===== config.mk =====
export PLATFORM = sky130hd
export DESIGN_NAME = panel_drive_ctrl
export DESIGN_NICKNAME = d
export VERILOG_FILES = /design/src/rtl/pdc_pkg.sv /design/src/rtl/pdc_phase_fsm.sv /design/src/rtl/pdc_cfg_regs.sv /design/src/rtl/pdc_route.sv /design/src/rtl/pdc_pen.sv /design/src/rtl/panel_drive_ctrl.sv
export SDC_FILE = /design/constraint.sdc
export NUM_CORES = 1
export LEC_CHECK = 0
export BUFFER_PORTS_ARGS = -buffer_cell sky130_fd_sc_hd__buf_2
export CAP_MARGIN = 5
export CORE_UTILIZATION = 30
export CTS_CLUSTER_DIAMETER = 120
export DETAILED_ROUTE_END_ITERATION = 12
export PLACE_DENSITY = 0.65
export SLEW_MARGIN = 20
export SYNTH_ARGS = -nofsm -noshare
export SYNTH_HDL_FRONTEND = slang
export SYNTH_SLANG_ARGS = --single-unit

===== constraint.sdc =====
create_clock -name clk -period 2.46 [get_ports clk]
set_input_delay 0.492 -clock clk [delete_from_list [all_inputs] [get_ports clk]]
set_output_delay 0.492 -clock clk [all_outputs]
set_load 0.02 [all_outputs]

===== src/rtl/pdc_pkg.sv =====
// Package: shared phase encoding and command-field codes for the panel
// drive controller. Assumes a 3-bit channel code and 2-bit power field.
package pdc_pkg;
    typedef enum logic [1:0] {
        PH_IDLE  = 2'd0,
        PH_ARMED = 2'd1,
        PH_ACQ   = 2'd2,
        PH_CONV  = 2'd3
    } phase_t;

    localparam logic [2:0] CH_XPOS = 3'b001;
    localparam logic [2:0] CH_YPOS = 3'b101;
    localparam logic [2:0] CH_AUX1 = 3'b010;
    localparam logic [2:0] CH_AUX2 = 3'b110;

    localparam logic [1:0] PWR_HOLD_ON = 2'b11;
endpackage


===== src/rtl/pdc_phase_fsm.sv =====
// Module: command phase tracker. Follows the sequencer strobes through
// idle, start-seen, acquire and convert. Assumes strobes are single-cycle;
// a strobe that does not match the current phase is ignored.
module pdc_phase_fsm
    import pdc_pkg::*;
(
    input  logic   clk,
    input  logic   rst_n,
    input  logic   start_det,
    input  logic   acq_go,
    input  logic   hold_go,
    input  logic   conv_done,
    output phase_t phase,
    output logic   start_fire,
    output logic   done_fire
);
    phase_t phase_q;
    phase_t phase_d;

    // Qualify strobes against the phase in which they are legal.
    assign start_fire = (phase_q == PH_IDLE) && start_det;
    assign done_fire  = (phase_q == PH_CONV) && conv_done;

    // Next-phase selection.
    always_comb begin
        phase_d = phase_q;
        unique case (phase_q)
            PH_IDLE:  if (start_det) phase_d = PH_ARMED;
            PH_ARMED: if (acq_go)    phase_d = PH_ACQ;
            PH_ACQ:   if (hold_go)   phase_d = PH_CONV;
            PH_CONV:  if (conv_done) phase_d = PH_IDLE;
            default:                 phase_d = PH_IDLE;
        endcase
    end

    // Phase register.
    always_ff @(posedge clk) begin
        if (!rst_n) phase_q <= PH_IDLE;
        else        phase_q <= phase_d;
    end

    assign phase = phase_q;
endmodule


===== src/rtl/pdc_cfg_regs.sv =====
// Module: command-field store and driver hold latch. Fields load only on
// cfg_load. The hold latch keeps drivers on after a conversion when the
// power field in force at end of conversion is the hold-on code.
module pdc_cfg_regs
    import pdc_pkg::*;
#(
    parameter int         CHAN_W       = 3,
    parameter int         PWR_W        = 2,
    parameter logic [2:0] CHAN_RESET   = 3'b000,
    parameter logic       SINGLE_RESET = 1'b1,
    parameter logic [1:0] PWR_RESET    = 2'b10
) (
    input  logic              clk,
    input  logic              rst_n,
    input  logic              cfg_load,
    input  logic [CHAN_W-1:0] cfg_chan,
    input  logic              cfg_single,
    input  logic [PWR_W-1:0]  cfg_pwr,
    input  logic              done_fire,
    output logic [CHAN_W-1:0] chan_q,
    output logic              single_q,
    output logic [PWR_W-1:0]  pwr_q,
    output logic              keep_q
);
    localparam int CFG_W = CHAN_W + 1 + PWR_W;

    logic [CFG_W-1:0] word_q;
    logic [CFG_W-1:0] word_in;
    logic [CFG_W-1:0] word_nxt;
    logic             word_diff;
    logic             xy_nxt;
    logic             keep_d;

    assign word_in   = {cfg_chan, cfg_single, cfg_pwr};
    assign word_nxt  = cfg_load ? word_in : word_q;
    assign word_diff = cfg_load && (word_in != word_q);
    assign xy_nxt    = (word_nxt[CFG_W-1 -: CHAN_W] == CH_XPOS) ||
                       (word_nxt[CFG_W-1 -: CHAN_W] == CH_YPOS);

    // Hold latch: set or cleared at end of conversion, cleared on change.
    always_comb begin
        if (done_fire)
            keep_d = xy_nxt && (word_nxt[PWR_W-1:0] == PWR_HOLD_ON);
        else if (word_diff)
            keep_d = 1'b0;
        else
            keep_d = keep_q;
    end

    // Field and latch registers.
    always_ff @(posedge clk) begin
        if (!rst_n) begin
            word_q <= {CHAN_RESET, SINGLE_RESET, PWR_RESET};
            keep_q <= 1'b0;
        end else begin
            word_q <= word_nxt;
            keep_q <= keep_d;
        end
    end

    assign chan_q   = word_q[CFG_W-1 -: CHAN_W];
    assign single_q = word_q[PWR_W];
    assign pwr_q    = word_q[PWR_W-1:0];
endmodule


===== src/rtl/pdc_route.sv =====
// Module: decodes stored fields and the current phase into switch enables,
// mux select, reference select and analog power-down. Purely combinational;
// assumes fields and phase are registered upstream.
module pdc_route
    import pdc_pkg::*;
#(
    parameter int CHAN_W = 3,
    parameter int PWR_W  = 2,
    parameter int NDRV   = 4
) (
    input  phase_t            phase,
    input  logic [CHAN_W-1:0] chan,
    input  logic              single,
    input  logic [PWR_W-1:0]  pwr,
    input  logic              keep,
    output logic [NDRV-1:0]   drv,
    output logic [1:0]        mux_sel,
    output logic              ref_ratio,
    output logic              invalid,
    output logic              analog_pd
);
    // Driver vector bit order: [3]=X+, [2]=X-, [1]=Y+, [0]=Y-.
    localparam int YN_BIT = 0;

    logic [NDRV-1:0] side_mask;
    logic [NDRV-1:0] sense_mask;
    logic            is_x;
    logic            is_y;
    logic            is_aux;
    logic            active;
    logic            between;

    // Channel classification and mux select.
    always_comb begin
        is_x    = (chan == CH_XPOS);
        is_y    = (chan == CH_YPOS);
        is_aux  = (chan == CH_AUX1) || (chan == CH_AUX2);
        invalid = !(is_x || is_y || (is_aux && single));
        unique case (1'b1)
            invalid:           mux_sel = 2'd0;
            is_x:              mux_sel = 2'd0;
            is_y:              mux_sel = 2'd1;
            chan == CH_AUX1:   mux_sel = 2'd2;
            default:           mux_sel = 2'd3;
        endcase
    end

    // Which pair is driven when drive is active.
    assign side_mask = is_x ? 4'b0011 : (is_y ? 4'b1100 : 4'b0000);

    // Drive window depends on phase, reference mode and hold latch.
    assign between = (phase == PH_IDLE) || (phase == PH_ARMED);
    assign active  = (phase == PH_ACQ) ||
                     ((phase == PH_CONV) && (!single || pwr == PWR_HOLD_ON)) ||
                     (between && keep);

    // Idle pen sensing uses the Y- switch only.
    always_comb begin
        sense_mask = '0;
        sense_mask[YN_BIT] = (phase == PH_IDLE) && !keep && !pwr[0];
    end

    // Per-switch gating.
    for (genvar i = 0; i < NDRV; i++) begin : g_sw
        assign drv[i] = (active && side_mask[i]) || sense_mask[i];
    end

    assign ref_ratio = !single && (is_x || is_y);
    assign analog_pd = between && !pwr[1];
endmodule


===== src/rtl/pdc_pen.sv =====
// Module: pen-interrupt pull-down control. Follows the touch comparator
// between commands when enabled, freezes at an accepted start, and is
// released from acquisition to end of conversion.
module pdc_pen
    import pdc_pkg::*;
(
    input  logic   clk,
    input  logic   rst_n,
    input  phase_t phase,
    input  logic   start_fire,
    input  logic   pen_en,
    input  logic   pen_touch,
    output logic   pen_pull
);
    logic live;
    logic frozen_q;

    assign live = pen_en && pen_touch;

    // Capture the pin value at the accepted start.
    always_ff @(posedge clk) begin
        if (!rst_n)          frozen_q <= 1'b0;
        else if (start_fire) frozen_q <= live;
    end

    // Pin selection by phase.
    always_comb begin
        unique case (phase)
            PH_IDLE:  pen_pull = live;
            PH_ARMED: pen_pull = frozen_q;
            default:  pen_pull = 1'b0;
        endcase
    end
endmodule


===== src/rtl/panel_drive_ctrl.sv =====
// Module: top of the touch panel driver and pen-interrupt controller.
// Connects phase tracker, field store, routing decode and pen control.
// Assumes strobes come from a sequencer clocked by clk.
module panel_drive_ctrl
    import pdc_pkg::*;
#(
    parameter logic [2:0] CHAN_RESET   = 3'b000,
    parameter logic       SINGLE_RESET = 1'b1,
    parameter logic [1:0] PWR_RESET    = 2'b10
) (
    input  logic       clk,
    input  logic       rst_n,
    input  logic       cfg_load,
    input  logic [2:0] cfg_chan,
    input  logic       cfg_single,
    input  logic [1:0] cfg_pwr,
    input  logic       start_det,
    input  logic       acq_go,
    input  logic       hold_go,
    input  logic       conv_done,
    input  logic       pen_touch,
    output logic       drv_xp,
    output logic       drv_xn,
    output logic       drv_yp,
    output logic       drv_yn,
    output logic [1:0] mux_sel,
    output logic       ref_ratio,
    output logic       chan_invalid,
    output logic       analog_pd,
    output logic       pen_pull
);
    localparam int CHAN_W = 3;
    localparam int PWR_W  = 2;
    localparam int NDRV   = 4;

    phase_t            phase;
    logic              start_fire;
    logic              done_fire;
    logic [CHAN_W-1:0] chan_q;
    logic              single_q;
    logic [PWR_W-1:0]  pwr_q;
    logic              keep_q;
    logic [NDRV-1:0]   drv;

    pdc_phase_fsm u_fsm (
        .clk(clk), .rst_n(rst_n),
        .start_det(start_det), .acq_go(acq_go),
        .hold_go(hold_go), .conv_done(conv_done),
        .phase(phase), .start_fire(start_fire), .done_fire(done_fire)
    );

    pdc_cfg_regs #(
        .CHAN_W(CHAN_W), .PWR_W(PWR_W),
        .CHAN_RESET(CHAN_RESET), .SINGLE_RESET(SINGLE_RESET),
        .PWR_RESET(PWR_RESET)
    ) u_cfg (
        .clk(clk), .rst_n(rst_n),
        .cfg_load(cfg_load), .cfg_chan(cfg_chan),
        .cfg_single(cfg_single), .cfg_pwr(cfg_pwr),
        .done_fire(done_fire),
        .chan_q(chan_q), .single_q(single_q), .pwr_q(pwr_q), .keep_q(keep_q)
    );

    pdc_route #(.CHAN_W(CHAN_W), .PWR_W(PWR_W), .NDRV(NDRV)) u_route (
        .phase(phase), .chan(chan_q), .single(single_q), .pwr(pwr_q),
        .keep(keep_q), .drv(drv), .mux_sel(mux_sel), .ref_ratio(ref_ratio),
        .invalid(chan_invalid), .analog_pd(analog_pd)
    );

    pdc_pen u_pen (
        .clk(clk), .rst_n(rst_n), .phase(phase), .start_fire(start_fire),
        .pen_en(!pwr_q[0]), .pen_touch(pen_touch), .pen_pull(pen_pull)
    );

    assign {drv_xp, drv_xn, drv_yp, drv_yn} = drv;
endmodule


==> metrics, run 1 <==
status=completed; post-synth cell types=29; Final Hold Vio Count=0; max-cap viol count=0; power per cell area=766 nW/um^2; Max Fanout on Critical Path=6; Area Overhead vs Synth=25.8%; commonest non-fill, non-tap cell in the layout=buf_2; unrepaired setup endpoints after global routing=false; core footprint=2020 sq um; Internal=399 uW; Post-Synthesis Mean Instance Area=8.69 sq um; Critical Path AT=1.81 ns; first-pass GRT wire length=2440 um; antenna violations before repair=0; routed wire length=1430 um; CP delay by family, top=compound AO/OA/AOI/OAI gates; Final Max Slew Viols=0; Starting Density=33.1%; gr ovfl total=0; CP max-delay cell=dfxtp_1; Via Count=597; wire per inst=11.1 um; # port buffers=23; CTS clk-pin slew, worst paths=0.08 ns; sequential-to-total area share from yosys stat=29.9%; ANT nets after route=0; die height=49.2 um; Max VDD drop=0.237 mV; Worst Max-Slew Pin Slew=0.272 ns; Worst Path Required=1.97 ns; drt drc=0; commonest cells after routing, fill and taps aside=buf_2 (23), dfxtp_1 (10), nand2_1 (7), mux2i_1 (7), nor2b_1 (6); YS warnings=0; dpl cell area=801 sq um; Sink Count=10; Switching Share=38.1%; clock group share of total power=23.8%; crit start category=flip-flop; Final min period=2.30 ns; vias in the first global route=588; share of cells above drive strength 1=27.7%; CTS buffer count=3; largest net degree at the start of global routing=11; cts hold-fix bufs=0; synthesized cell area=669 sq um; Power Total=645 uW; mean number of vias per cell=4.66; Synth Instances=77; Syn Nets=95; final setup violation count=0; H-Tree Depth=1; final cycle utilization of the critical path=93.6%; maximum clock frequency=434 MHz; hold crit path type=in2reg; Critical path buffers and inverters=2; Max Buffers Root-to-Sink=2; CTS tree=done; setup TNS=0 ns; global-route total usage across every layer=13.2%; register bit total from synthesis=10; Reg power frac=33.6%; Max stage delay on crit path=0.39 ns; I/O pin cnt=24; power share of the combinational group=42.6%; final weighted congestion in routability-driven placement=0.766; DRT Pass-1 Iters=2; P_leak=0.397 nW; CP cell instances=inv_1 -> ha_1 -> o21a_1 -> o31ai_2 -> o32ai_1 -> buf_2; Switch Pwr=246 uW; post-CTS setup buffer count=0; Worst Skew=0.00328 ns; critical path type=reg2out; initial drt markers=8; fin nets=120; Crit. End Element=output port; Die ar.=2420 sq um; cts repair resizes=0; clk root buf=clkbuf_4; WHS=0.461 ns; Worst-Skew Late Latency=0.27 ns; Worst slew margin=81.7%; Antenna diodes=0; Final Instance Area=842 sq um; fillcell total=224; Die W=49.2 um; FP Rows=16
[power groups by stage]
stage	sequential, mW	clock [mW]	combinational (mW)
5_1_grt	0.221	0.165	0.310
3_3_place_gp	0.217	0	0.264
4_1_cts	0.217	0.157	0.278
3_5_place_dp	0.221	0	0.274
6_report	0.217	0.154	0.275
2_1_floorplan	0.214	0	0.207
[path summary, 6_finish.rpt]
path / from / end / slack [ns] / depth (start not counted)
worst min-delay path: cfg_single / u_cfg.word_q[2]$_SDFFE_PN1P_ / 0.46 / 3
worst min register to register: u_pen.frozen_q$_SDFFE_PN0P_ / u_pen.frozen_q$_SDFFE_PN0P_ / 0.48 / 2
worst max-delay path: u_fsm.phase[0]$_SDFFE_PN0P_ / drv_yn / 0.16 / 6
worst max register to register: u_fsm.phase[0]$_SDFFE_PN0P_ / u_fsm.phase[1]$_SDFFE_PN0P_ / 1.01 / 6
[stage by stage]
stage | utilization (%) | setup WS [ns] | cells
detailed placement | 39.6 | 0.381 | 124
global route | 41.6 | 0.0179 | 128
finish | 41.6 | 0.157 | 128
CTS | 41.4 | 0.0629 | 128
global placement | 39.6 | 0.452 | 124
floorplan | - | 0.427 | 77
[worst reg2reg max path, delay by kind of cell (launching register included)]
| family | cells | cell delay [ns] |
|---|---|---|
| and+or+nand+nor | 1 | 0.05 |
| AOI/OAI and AO/OA | 1 | 0.26 |
| adders and majority gates | 1 | 0.27 |
| buffers and inverters | 2 | 0.18 |
| muxes | 1 | 0.19 |
| DFF | 1 | 0.39 |
[synth_stat cells, drive strengths merged]
| cell type | n | share of area [%] |
|---|---|---|
| xor2 | 3 | 3.9 |
| o31ai | 1 | 1.1 |
| mux2i | 7 | 10 |
| ha | 4 | 7.5 |
| a31oi | 1 | 0.94 |
| a32o | 1 | 1.5 |
| clkbuf | 1 | 0.75 |
| a21boi | 2 | 2.2 |
| a21oi | 1 | 0.75 |
| nand4 | 2 | 1.9 |
| nor2 | 5 | 2.8 |
| o21ai | 1 | 0.75 |
| o211a | 1 | 1.5 |
| nor2b | 6 | 5.6 |
| buf | 2 | 1.9 |
| nand2b | 4 | 3.7 |
| xnor2 | 3 | 3.9 |
| nand3b | 1 | 1.1 |
| nand2 | 7 | 3.9 |
| dfxtp | 10 | 30 |
| or4 | 1 | 1.1 |
| o2111a | 1 | 1.7 |
| o32ai | 1 | 1.3 |
| o21a | 2 | 2.2 |
| and2b | 2 | 2.2 |
| a22oi | 1 | 1.1 |
| nand4b | 1 | 1.3 |
| inv | 5 | 2.8 |
[logic make-up (layout without fill, tap and decap cells)]
family / after synthesis / in the layout / synth area share, %
compound gates: 13 / 13 / 15.1
flops: 10 / 10 / 29.9
buf+inv: 8 / 32 / 5.42
fa+ha+maj: 4 / 4 / 7.48
simple gates: 29 / 29 / 23.7
mux: 7 / 7 / 10.5
xor+xnor: 6 / 6 / 7.85
[registers in the layout, indices dropped and copies added, names as in the netlist, named ones only]
signal,cells
u_cfg.keep_q,1
u_cfg.word_q,5
u_fsm.phase,2
u_pen.frozen_q,1
[layer usage]
metal / GRT usage, % / share of wire [%]
met3: 3.12 / 6.0
met1: 16.4 / 47
met5: 0 / 0
met4: 8.82 / 1.3
met2: 19.9 / 45
[final cells by class]
type                    instances  area [sq um]  share of cell area [%]
inverters                       5          18.8                    2.23
flip-flops and latches         10           200                    23.8
clock buffers                   4          36.3                    4.31
repair buffers                 23           115                    13.7
well taps                      27          33.8                    4.01
multi-input cells              59           438                    52.0
Power figures use the tool's default switching activity.
==> run 2, diff against run 1 <==
--- a/config.mk
+++ b/config.mk
@@ -5,10 +5,10 @@
 export SDC_FILE = /design/constraint.sdc
 export NUM_CORES = 1
 export LEC_CHECK = 0
+export ABC_AREA = 1
 export BUFFER_PORTS_ARGS = -buffer_cell sky130_fd_sc_hd__buf_2
 export CAP_MARGIN = 5
 export CORE_UTILIZATION = 30
-export CTS_CLUSTER_DIAMETER = 120
 export DETAILED_ROUTE_END_ITERATION = 12
 export PLACE_DENSITY = 0.65
 export SLEW_MARGIN = 20
==> constraint.sdc (replaced) <==
create_clock -name clk -period 2.6 [get_ports clk]
set_input_delay 0.52 -clock clk [delete_from_list [all_inputs] [get_ports clk]]
set_output_delay 0.52 -clock clk [all_outputs]
set_load 0.02 [all_outputs]
==> metrics, run 2 <==
clk root buf=clkbuf_4; Reg power frac=35.4%; Die ar.=2470 sq um; maximum clock frequency=449 MHz; commonest cells after routing, fill and taps aside=nand2_1 (29), buf_2 (23), inv_1 (18), nor2_1 (15), a21oi_1 (11); WHS=0.458 ns; CTS buffer count=3; Max VDD drop=0.283 mV; Worst Max-Slew Pin Slew=0.334 ns; post-CTS setup buffer count=0; die height=49.7 um; synthesized cell area=682 sq um; Internal=330 uW; commonest non-fill, non-tap cell in the layout=nand2_1; final setup violation count=0; Starting Density=33.4%; global-route total usage across every layer=15.0%; Antenna diodes=0; register area=200 sq um; Post-Synthesis Mean Instance Area=6.03 sq um; clock group share of total power=19.3%; Worst-Skew Late Latency=0.27 ns; DRT Pass-1 Iters=4; mean number of vias per cell=4.55; core footprint=2040 sq um; cts repair resizes=0; first-pass GRT wire length=2800 um; post-synth cell types=16; register bit total from synthesis=10; share of cells above drive strength 1=23.4%; initial drt markers=32; hold crit path type=in2reg; crit start category=flip-flop; routed wire length=1620 um; Worst Path Required=2.08 ns; Die W=49.7 um; Sink Count=10; Via Count=746; YS warnings=0; Area Overhead vs Synth=22.4%; antenna violations before repair=0; ANT nets after route=0; final weighted congestion in routability-driven placement=0.806; vias in the first global route=663; CP max-delay cell=dfxtp_1; max-cap viol count=0; top cell type by total area after synthesis=dfxtp_1; Worst Skew=0.00378 ns; max FFs per register=5; Final Hold Vio Count=0; sequential-to-total area share from yosys stat=29.4%; HPWL Detailed=1260 um; largest net degree at the start of global routing=14; wire per inst=9.85 um; Switching Share=42.5%; Syn Nets=131; top post-synthesis cells by area=dfxtp_1 (29%), nand2_1 (16%), inv_1 (9.9%); Final Max Slew Viols=0; top cell type's share of synthesized area=29.4%; I/O pin cnt=24; Critical path buffers and inverters=3; CP cell instances=inv_1 -> ha_1 -> inv_2 -> nand3_1 -> o21ai_0 -> o21ai_1 -> nand2_1 -> o32ai_1 -> buf_2; CTS tree=done; power share of the combinational group=45.3%; Max stage delay on crit path=0.34 ns; Post-synth top flop=dfxtp_1; setup TNS=0 ns; critical path type=reg2out; Finished Core Util=40.9%; status=completed; CP delay by family, top=buffers and inverters; final cycle utilization of the critical path=85.7%; fillcell total=232; unrepaired setup endpoints after global routing=false; H-Tree Depth=1; Final min period=2.23 ns; Post-synth EDFFs=0; P_leak=0.460 nW; Max Fanout on Critical Path=4; most frequent cells after synthesis=nand2_1 (29), inv_1 (18), nor2_1 (15), a21oi_1 (11), dfxtp_1 (10); FP Rows=16; Crit. End Element=output port; Post-synth ARST share=0%; Synth Instances=113; Switch Pwr=244 uW; # port buffers=23; power per cell area=688 nW/um^2; area of the multi-input gates=377 sq um; Worst slew margin=77.5%; gr ovfl total=0; most common cell in the synthesized netlist=nand2_1; Critical Path AT=1.71 ns; fin nets=157; drt drc=0; Max Buffers Root-to-Sink=2; CTS clk-pin slew, worst paths=0.07 ns; cts hold-fix bufs=0; Largest Register=u_cfg.word_q
==> run 2: kinds of logic (layout without fill, tap and decap cells) <==
| logic type | Yosys count | in the layout | synth area share (%) |
|---|---|---|---|
| simple gates | 47 | 47 | 26.6 |
| flops | 10 | 10 | 29.4 |
| compound gates | 27 | 27 | 21.3 |
| fa+ha+maj | 4 | 4 | 7.34 |
| buf+inv | 25 | 49 | 15.4 |
==> run 2: final cells by class <==
cell class              instances  share of cell area, %
multi-input cells              78                   45.1
clock buffers                   3                   2.70
inverters                      23                   10.3
well taps                      27                   4.05
flip-flops and latches         10                   24.0
repair buffers                 23                   13.8
==> run 2: final timing paths <==
path / endpoint / cells after the start / slack [ns] / from
worst min register to register: u_cfg.keep_q$_SDFFE_PN0P_ / 2 / 0.51 / u_cfg.keep_q$_SDFFE_PN0P_
worst max register to register: u_fsm.phase[1]$_SDFFE_PN0P_ / 8 / 1.20 / u_fsm.phase[0]$_SDFFE_PN0P_
worst max-delay path: drv_yn / 9 / 0.37 / u_fsm.phase[1]$_SDFFE_PN0P_
worst min-delay path: u_cfg.word_q[1]$_SDFF_PN1_ / 2 / 0.46 / rst_n
==> run 2: stage by stage <==
step,setup slack (ns),area (sq um),std cells,power [mW]
floorplan,0.613,682,113,0.394
global placement,0.754,812,161,0.457
detailed placement,0.683,812,161,0.461
CTS,0.355,835,164,0.573
global route,0.202,835,164,0.625
finish,0.372,835,164,0.574
==> run 2: routing by layer <==
| metal | up-vias | part of all wire (%) | global-route usage, % |
|---|---|---|---|
| li1 | 401 | - | - |
| met1 | 317 | 48 | 19.1 |
| met2 | 23 | 44 | 23.6 |
| met3 | 5 | 6.7 | 4.32 |
| met4 | 0 | 1.5 | 5.71 |
| met5 | - | 0 | 0 |
==> run 2: power by group through the flow <==
| stage | combinational [mW] | sequential [mW] | clock, mW |
|---|---|---|---|
| 5_1_grt | 0.299 | 0.207 | 0.119 |
| 4_1_cts | 0.260 | 0.202 | 0.111 |
| 3_5_place_dp | 0.256 | 0.205 | 0 |
| 6_report | 0.260 | 0.203 | 0.111 |
| 3_3_place_gp | 0.253 | 0.203 | 0 |
| 2_1_floorplan | 0.194 | 0.200 | 0 |
